`src/rtl/mon_pkg.sv`:
```
package mon_pkg;
  typedef enum logic [2:0] {
    ST_RESET, ST_IDLE, ST_DECODE, ST_EXEC, ST_IRQ, ST_IRQ_WAIT
  } state_e;

  typedef enum logic [3:0] {
    OP_START     = 4'h0,
    OP_PAUSE     = 4'h1,
    OP_FINISH    = 4'h2,
    OP_MEAS_GO   = 4'h3,
    OP_RESUME    = 4'h4,
    OP_MEAS_STOP = 4'h5,
    OP_LD_CNT    = 4'h6,
    OP_LD_MAX    = 4'h7,
    OP_LD_MIN    = 4'h8,
    OP_RD_CNT    = 4'h9,
    OP_RD_MAX    = 4'hA,
    OP_RD_MIN    = 4'hB
  } op_e;

  localparam logic [3:0] OP_LAST = 4'hB;

  typedef struct packed {
    logic ld_pace;
    logic ld_en;
    logic ld_cnt;
    logic ld_cnt_max;
    logic ld_max;
    logic ld_min;
    logic rst_cnt;
    logic oe_cnt;
    logic oe_max;
    logic oe_min;
    logic ack;
  } strobe_t;

  localparam int STROBE_N = $bits(strobe_t);
endpackage

```
`src/rtl/mon_prio_enc.sv`:
```
module mon_prio_enc #(
  parameter int NUM_CH = 32,
  localparam int ID_W = $clog2(NUM_CH)
) (
  input  logic [NUM_CH-1:0] req_i,
  output logic [ID_W-1:0]   id_o
);
  // lowest index wins
  always_comb begin
    id_o = '0;
    for (int i = NUM_CH - 1; i >= 0; i--) begin
      if (req_i[i]) id_o = ID_W'(i);
    end
  end
endmodule

```
`src/rtl/mon_onehot_dec.sv`:
```
module mon_onehot_dec #(
  parameter int NUM_CH = 32,
  localparam int ID_W = $clog2(NUM_CH)
) (
  input  logic              en_i,
  input  logic [ID_W-1:0]   id_i,
  output logic [NUM_CH-1:0] vec_o
);
  for (genvar c = 0; c < NUM_CH; c++) begin : g_ch
    assign vec_o[c] = en_i && (id_i == ID_W'(c));
  end
endmodule

```
`src/rtl/mon_fsm.sv`:
```
module mon_fsm
  import mon_pkg::*;
#(
  parameter int NUM_CH = 32,
  parameter int DATA_W = 16,
  localparam int ID_W  = $clog2(NUM_CH),
  localparam int CMD_W = ID_W + 6
) (
  input  logic              clk_i,
  input  logic              rst_ni,
  input  logic              cmd_valid_i,
  input  logic [CMD_W-1:0]  cmd_word_i,
  input  logic              intr_i,
  input  logic [ID_W-1:0]   irq_id_i,
  input  logic [NUM_CH-1:0] early_i,
  input  logic              inta_i,
  input  logic [DATA_W-1:0] rd_bus_i,
  output strobe_t           stb_o,
  output logic              en_o,
  output logic [1:0]        pace_o,
  output logic [ID_W-1:0]   tgt_id_o,
  output logic [DATA_W-1:0] status_o,
  output logic [DATA_W-1:0] rd_data_o
);
  state_e            state_q, state_d;
  logic [CMD_W-1:0]  cmd_q;
  logic [ID_W-1:0]   irq_q;
  logic [ID_W-1:0]   cmd_id;
  logic [3:0]        cmd_op;
  logic              capture;

  assign cmd_id = cmd_q[ID_W-1:0];
  assign cmd_op = cmd_q[ID_W+3:ID_W];
  assign pace_o = cmd_q[ID_W+5:ID_W+4];

  always_comb begin
    state_d  = state_q;
    stb_o    = '0;
    en_o     = 1'b0;
    tgt_id_o = cmd_id;
    capture  = 1'b0;
    unique case (state_q)
      ST_RESET: state_d = ST_IDLE;
      ST_IDLE: begin
        if (intr_i)           state_d = ST_IRQ;
        else if (cmd_valid_i) state_d = ST_DECODE;
      end
      ST_DECODE: begin
        if (cmd_op <= OP_LAST) begin
          stb_o.ld_pace = 1'b1;
          state_d       = ST_EXEC;
        end else begin
          state_d       = ST_IDLE;
        end
      end
      ST_EXEC: begin
        state_d = ST_IDLE;
        case (cmd_op)
          OP_START:     begin stb_o.ld_cnt_max = 1'b1; stb_o.ld_en = 1'b1; en_o = 1'b1; end
          OP_PAUSE:     stb_o.ld_en = 1'b1;
          OP_FINISH:    stb_o.ld_en = 1'b1;
          OP_MEAS_GO:   begin stb_o.rst_cnt = 1'b1; stb_o.ld_en = 1'b1; en_o = 1'b1; end
          OP_RESUME:    begin stb_o.ld_en = 1'b1; en_o = 1'b1; end
          OP_MEAS_STOP: begin stb_o.ld_en = 1'b1; stb_o.oe_cnt = 1'b1; capture = 1'b1; end
          OP_LD_CNT:    stb_o.ld_cnt = 1'b1;
          OP_LD_MAX:    stb_o.ld_max = 1'b1;
          OP_LD_MIN:    stb_o.ld_min = 1'b1;
          OP_RD_CNT:    begin stb_o.oe_cnt = 1'b1; capture = 1'b1; end
          OP_RD_MAX:    begin stb_o.oe_max = 1'b1; capture = 1'b1; end
          OP_RD_MIN:    begin stb_o.oe_min = 1'b1; capture = 1'b1; end
          default: ;
        endcase
      end
      ST_IRQ: begin
        tgt_id_o      = irq_id_i;
        stb_o.rst_cnt = 1'b1;
        stb_o.ld_en   = 1'b1;
        state_d       = ST_IRQ_WAIT;
      end
      ST_IRQ_WAIT: begin
        tgt_id_o = irq_q;
        if (inta_i) begin
          stb_o.ack = 1'b1;
          state_d   = ST_IDLE;
        end
      end
      default: state_d = ST_IDLE;
    endcase
  end

  always_ff @(posedge clk_i or negedge rst_ni) begin
    if (!rst_ni) begin
      state_q   <= ST_RESET;
      cmd_q     <= '0;
      irq_q     <= '0;
      status_o  <= '0;
      rd_data_o <= '0;
    end else begin
      state_q <= state_d;
      if (state_q == ST_IDLE && !intr_i && cmd_valid_i) cmd_q <= cmd_word_i;
      if (state_q == ST_IRQ) begin
        irq_q    <= irq_id_i;
        status_o <= DATA_W'(irq_id_i);
      end
      if (state_q == ST_EXEC && cmd_op == OP_FINISH) status_o[ID_W] <= early_i[cmd_id];
      if (capture) rd_data_o <= rd_bus_i;
    end
  end
endmodule

```
`src/rtl/mon_ctrl.sv`:
```
module mon_ctrl
  import mon_pkg::*;
#(
  parameter int NUM_CH = 32,
  parameter int DATA_W = 16
) (
  input  logic                        clk_i,
  input  logic                        rst_ni,
  input  logic                        cmd_valid_i,
  input  logic [$clog2(NUM_CH)+5:0]   cmd_word_i,
  input  logic [NUM_CH-1:0]           tc_req_i,
  input  logic [NUM_CH-1:0]           early_i,
  input  logic                        inta_i,
  input  logic [DATA_W-1:0]           rd_bus_i,
  output logic                        intr_o,
  output logic [DATA_W-1:0]           status_o,
  output logic [DATA_W-1:0]           rd_data_o,
  output logic [1:0]                  pace_o,
  output logic                        en_o,
  output logic [NUM_CH-1:0]           ld_pace_o,
  output logic [NUM_CH-1:0]           ld_en_o,
  output logic [NUM_CH-1:0]           ld_cnt_o,
  output logic [NUM_CH-1:0]           ld_cnt_max_o,
  output logic [NUM_CH-1:0]           ld_max_o,
  output logic [NUM_CH-1:0]           ld_min_o,
  output logic [NUM_CH-1:0]           rst_cnt_o,
  output logic [NUM_CH-1:0]           oe_cnt_o,
  output logic [NUM_CH-1:0]           oe_max_o,
  output logic [NUM_CH-1:0]           oe_min_o,
  output logic [NUM_CH-1:0]           ack_o
);
  localparam int ID_W = $clog2(NUM_CH);

  strobe_t                stb;
  logic [STROBE_N-1:0]    stb_bits;
  logic [ID_W-1:0]        irq_id;
  logic [ID_W-1:0]        tgt_id;
  logic [NUM_CH-1:0]      vec [STROBE_N];

  assign intr_o   = |tc_req_i;
  assign stb_bits = stb;

  mon_prio_enc #(.NUM_CH(NUM_CH)) u_prio (
    .req_i (tc_req_i),
    .id_o  (irq_id)
  );

  mon_fsm #(.NUM_CH(NUM_CH), .DATA_W(DATA_W)) u_fsm (
    .clk_i       (clk_i),
    .rst_ni      (rst_ni),
    .cmd_valid_i (cmd_valid_i),
    .cmd_word_i  (cmd_word_i),
    .intr_i      (intr_o),
    .irq_id_i    (irq_id),
    .early_i     (early_i),
    .inta_i      (inta_i),
    .rd_bus_i    (rd_bus_i),
    .stb_o       (stb),
    .en_o        (en_o),
    .pace_o      (pace_o),
    .tgt_id_o    (tgt_id),
    .status_o    (status_o),
    .rd_data_o   (rd_data_o)
  );

  for (genvar k = 0; k < STROBE_N; k++) begin : g_dec
    mon_onehot_dec #(.NUM_CH(NUM_CH)) u_dec (
      .en_i  (stb_bits[k]),
      .id_i  (tgt_id),
      .vec_o (vec[k])
    );
  end

  assign ld_pace_o    = vec[10];
  assign ld_en_o      = vec[9];
  assign ld_cnt_o     = vec[8];
  assign ld_cnt_max_o = vec[7];
  assign ld_max_o     = vec[6];
  assign ld_min_o     = vec[5];
  assign rst_cnt_o    = vec[4];
  assign oe_cnt_o     = vec[3];
  assign oe_max_o     = vec[2];
  assign oe_min_o     = vec[1];
  assign ack_o        = vec[0];
endmodule

```
`config.mk`:
```
export PLATFORM = sky130hd
export DESIGN_NAME = mon_ctrl
export DESIGN_NICKNAME = d
export VERILOG_FILES = /design/src/rtl/mon_pkg.sv /design/src/rtl/mon_prio_enc.sv /design/src/rtl/mon_onehot_dec.sv /design/src/rtl/mon_fsm.sv /design/src/rtl/mon_ctrl.sv
export SDC_FILE = /design/constraint.sdc
export NUM_CORES = 1
export LEC_CHECK = 0
export CAP_MARGIN = 20
export CORE_AREA = 2 2 190 192
export DETAILED_ROUTE_END_ITERATION = 8
export DIE_AREA = 0 0 192 194
export PLACE_DENSITY = 0.5
export SLEW_MARGIN = 10
export SYNTH_ARGS = -nofsm -noshare
export SYNTH_HDL_FRONTEND = slang
export SYNTH_SLANG_ARGS = --single-unit
export TNS_END_PERCENT = 30
```
`constraint.sdc`:
```
create_clock -name clk_i -period 7.1 [get_ports clk_i]
set_input_delay 1.775 -clock clk_i [delete_from_list [all_inputs] [get_ports clk_i]]
set_output_delay 1.775 -clock clk_i [all_outputs]
set_load 0.1 [all_outputs]
```
==> reports/metrics.cfg <==
[sta]
finalClockSkew_ps=3.789
fin_crit_ps=6937
rsz0062_at_grt=yes
fin_crit_sh_pct=97.71
relSlewSlack_pct=28.80
worst_pin_slew_ps=1065
hold_viol=0
finalSetupViolations=0
fmax_ghz=0.1441
whs_ps=502.1
slew_viol_final=0

[yosys]
yosys-top-cells-count=202 x nor2_1, 139 x nor3_1, 56 x nand2_1, 38 x nand3_1, 37 x buf_2
yosysWarnings=0
synth_flop_cell=dfrtp_1
synth_edf_count=0
ys_top_cells_by_area=dfrtp_1 17%, nor2_1 15%, nor3_1 13%
yosysMostFrequentCell=nor2_1
synth_top_area_cell=dfrtp_1
seq_area_frac_synth_pct=17.44
ys_types=64
syn-cell-area_um2=5165
yosysTopAreaCellShare_pct=17.44
ys_seq_elements=36
synthArstFlopShare_pct=100.0
syn_inst=772
avgSynthCellArea_um2=6.690

[worst_setup_path]
crit_type=input port to output port
required_ps=5330
critPathCaptureType=output port
r2r_setup_slack_ps=4090
cp.arrival_ps=5160
crit_path_start_kind=input port
worst-path-max-fanout=15

[clock_tree]
cts_made_buffers=5
cts_resized=0
cts_sinks=36
clock_latency_ps=280
cts_tree=built
cts_root_buf=clkbuf_16
h-tree-depth=2
cts_buffer_depth=2
cts-hold-fix-buffers=0
post_cts_buffers=0
cts.reportedPaths.clkPinSlew_ps=60

[floorplan]
chipWidth_um=192
start_util_pct=14.66
fp.dieH_um=194
fp.coreArea_um2=35220
io_pins=483
num_rows=69
dieArea_um2=37250

[routing]
met1_length_mm=13.99
drcViolationCount=0
num_vias=7522
ant_nets=0
top_layer_used=met4
wl_met2_mm=19.54
wire_per_inst_um=22.42
routed_wl_mm=36.97
drt-initial-drc-count=312
avgViaCountPerCell=4.562
wl_met3_mm=2.378
dr.pass1.iters=5

[placement]
hpwl_mm=29.11
io_buffers=472
gp_congestion=0.7951

[cells_and_area]
multi_input_area_um2=3860
regArea_um2=900.9
area_delta_synth_final_pct=172.7
fillers=3447
final_nets=1282
fin_util_pct=39.98
diodes=0
drive_gt1_share_pct=41.92

[global_route]
grt_pass1_vias=7675
antenna_found_initial=1
grt_use_total_pct=19.36
grt_max_degree=83
grt_first_pass_wirelength_mm=53.83
grt-ovfl-total=0

[run_status]
status=finished, final reports clean

[power]
p_leak_nw=4.967
power_density_nw_per_um2=121.3
power_w=0.001708
peakVddDrop_mv=0.2132

[flow_run]
cap_violations=0

[min_path]
min_path_type=flop to flop

==> critical path, cell delays in order <==
cell             delay [ps]
clkdlybuf4s50_1         450
nor4_1                  520
a311oi_1                260
o21bai_1                430
and3_1                  430
buf_4                   190
nand3_2                 360
nor3_1                  500
buf_12                  230
==> stage by stage <==
step	setup slack [ps]	instances	setup TNS, ps	area, µm²
floorplan	-845.5	781	-20450	5329
CTS	151.4	1649	0	14080
global route	-52.05	1649	-95.24	14080
global placement	202.2	1641	0	13910
detailed placement	160.0	1641	0	13910
finish	162.6	1649	0	14080
==> power by group <==
part	switching (W)	internal, W
clock	0.0000930	0.000165
combinational	0.000915	0.000292
sequential	0.0000259	0.000217
total	0.00103	0.000674
==> worst paths after layout <==
| path | from | endpoint | cells after the start |
|---|---|---|---|
| worst max-delay path | tc_req_i[27] | rst_cnt_o[19] | 9 |
| worst min-delay path | u_fsm.cmd_q[10] | u_fsm.cmd_q[10] | 1 |
| worst max register to register | u_fsm.state_q[0] | u_fsm.rd_data_o[11] | 7 |
| worst min register to register | u_fsm.cmd_q[10] | u_fsm.cmd_q[10] | 1 |
| max in group asynchronous | rst_ni | u_fsm.cmd_q[5] | 1 |
| min in group asynchronous | rst_ni | u_fsm.rd_data_o[15] | 1 |
==> sequential cells by signal, summed over array words and instances, names as in the netlist <==
name / count
u_fsm.cmd_q: 11
u_fsm.state_q: 3
u_fsm.irq_q: 5
u_fsm.rd_data_o: 16
u_fsm.status_o: 1
==> final cells by class <==
| class | instances | share of cell area [%] |
|---|---|---|
| timing repair buffer | 505 | 60.72 |
| multi-input combinational | 632 | 27.41 |
| sequential | 36 | 6.397 |
| tap | 461 | 4.096 |
| clock buffer | 5 | 0.8885 |
| clock inverter | 3 | 0.3021 |
| inverter | 7 | 0.1866 |
==> placed cells by master (no fill, tap or decap), types with 18 or more instances in the layout <==
master	n
dfrtp_1	36
buf_4	29
clkdlybuf4s50_1	118
nand2_1	56
nor4_1	21
nand3_1	38
nor2_1	201
nor3_2	24
mux2_2	18
nor3_1	127
buf_12	357
==> logic make-up (layout without fill, tap and decap cells) <==
group | count (synthesis) | count (layout) | share of synthesized area (%)
other cells | 1 | 10 | 0.07260
simple gates | 532 | 532 | 52.40
flops | 36 | 36 | 17.44
mux | 40 | 40 | 10.59
buf+inv | 113 | 520 | 11.80
compound gates | 50 | 50 | 7.704
==> routing by layer <==
layer / GRT usage [%] / vias to the layer above
met5: 0 / -
met4: 5.626 / 0
met3: 3.946 / 46
met2: 35.65 / 318
met1: 22.28 / 3647
li1: - / 3511
Power figures use the tool's default switching activity.
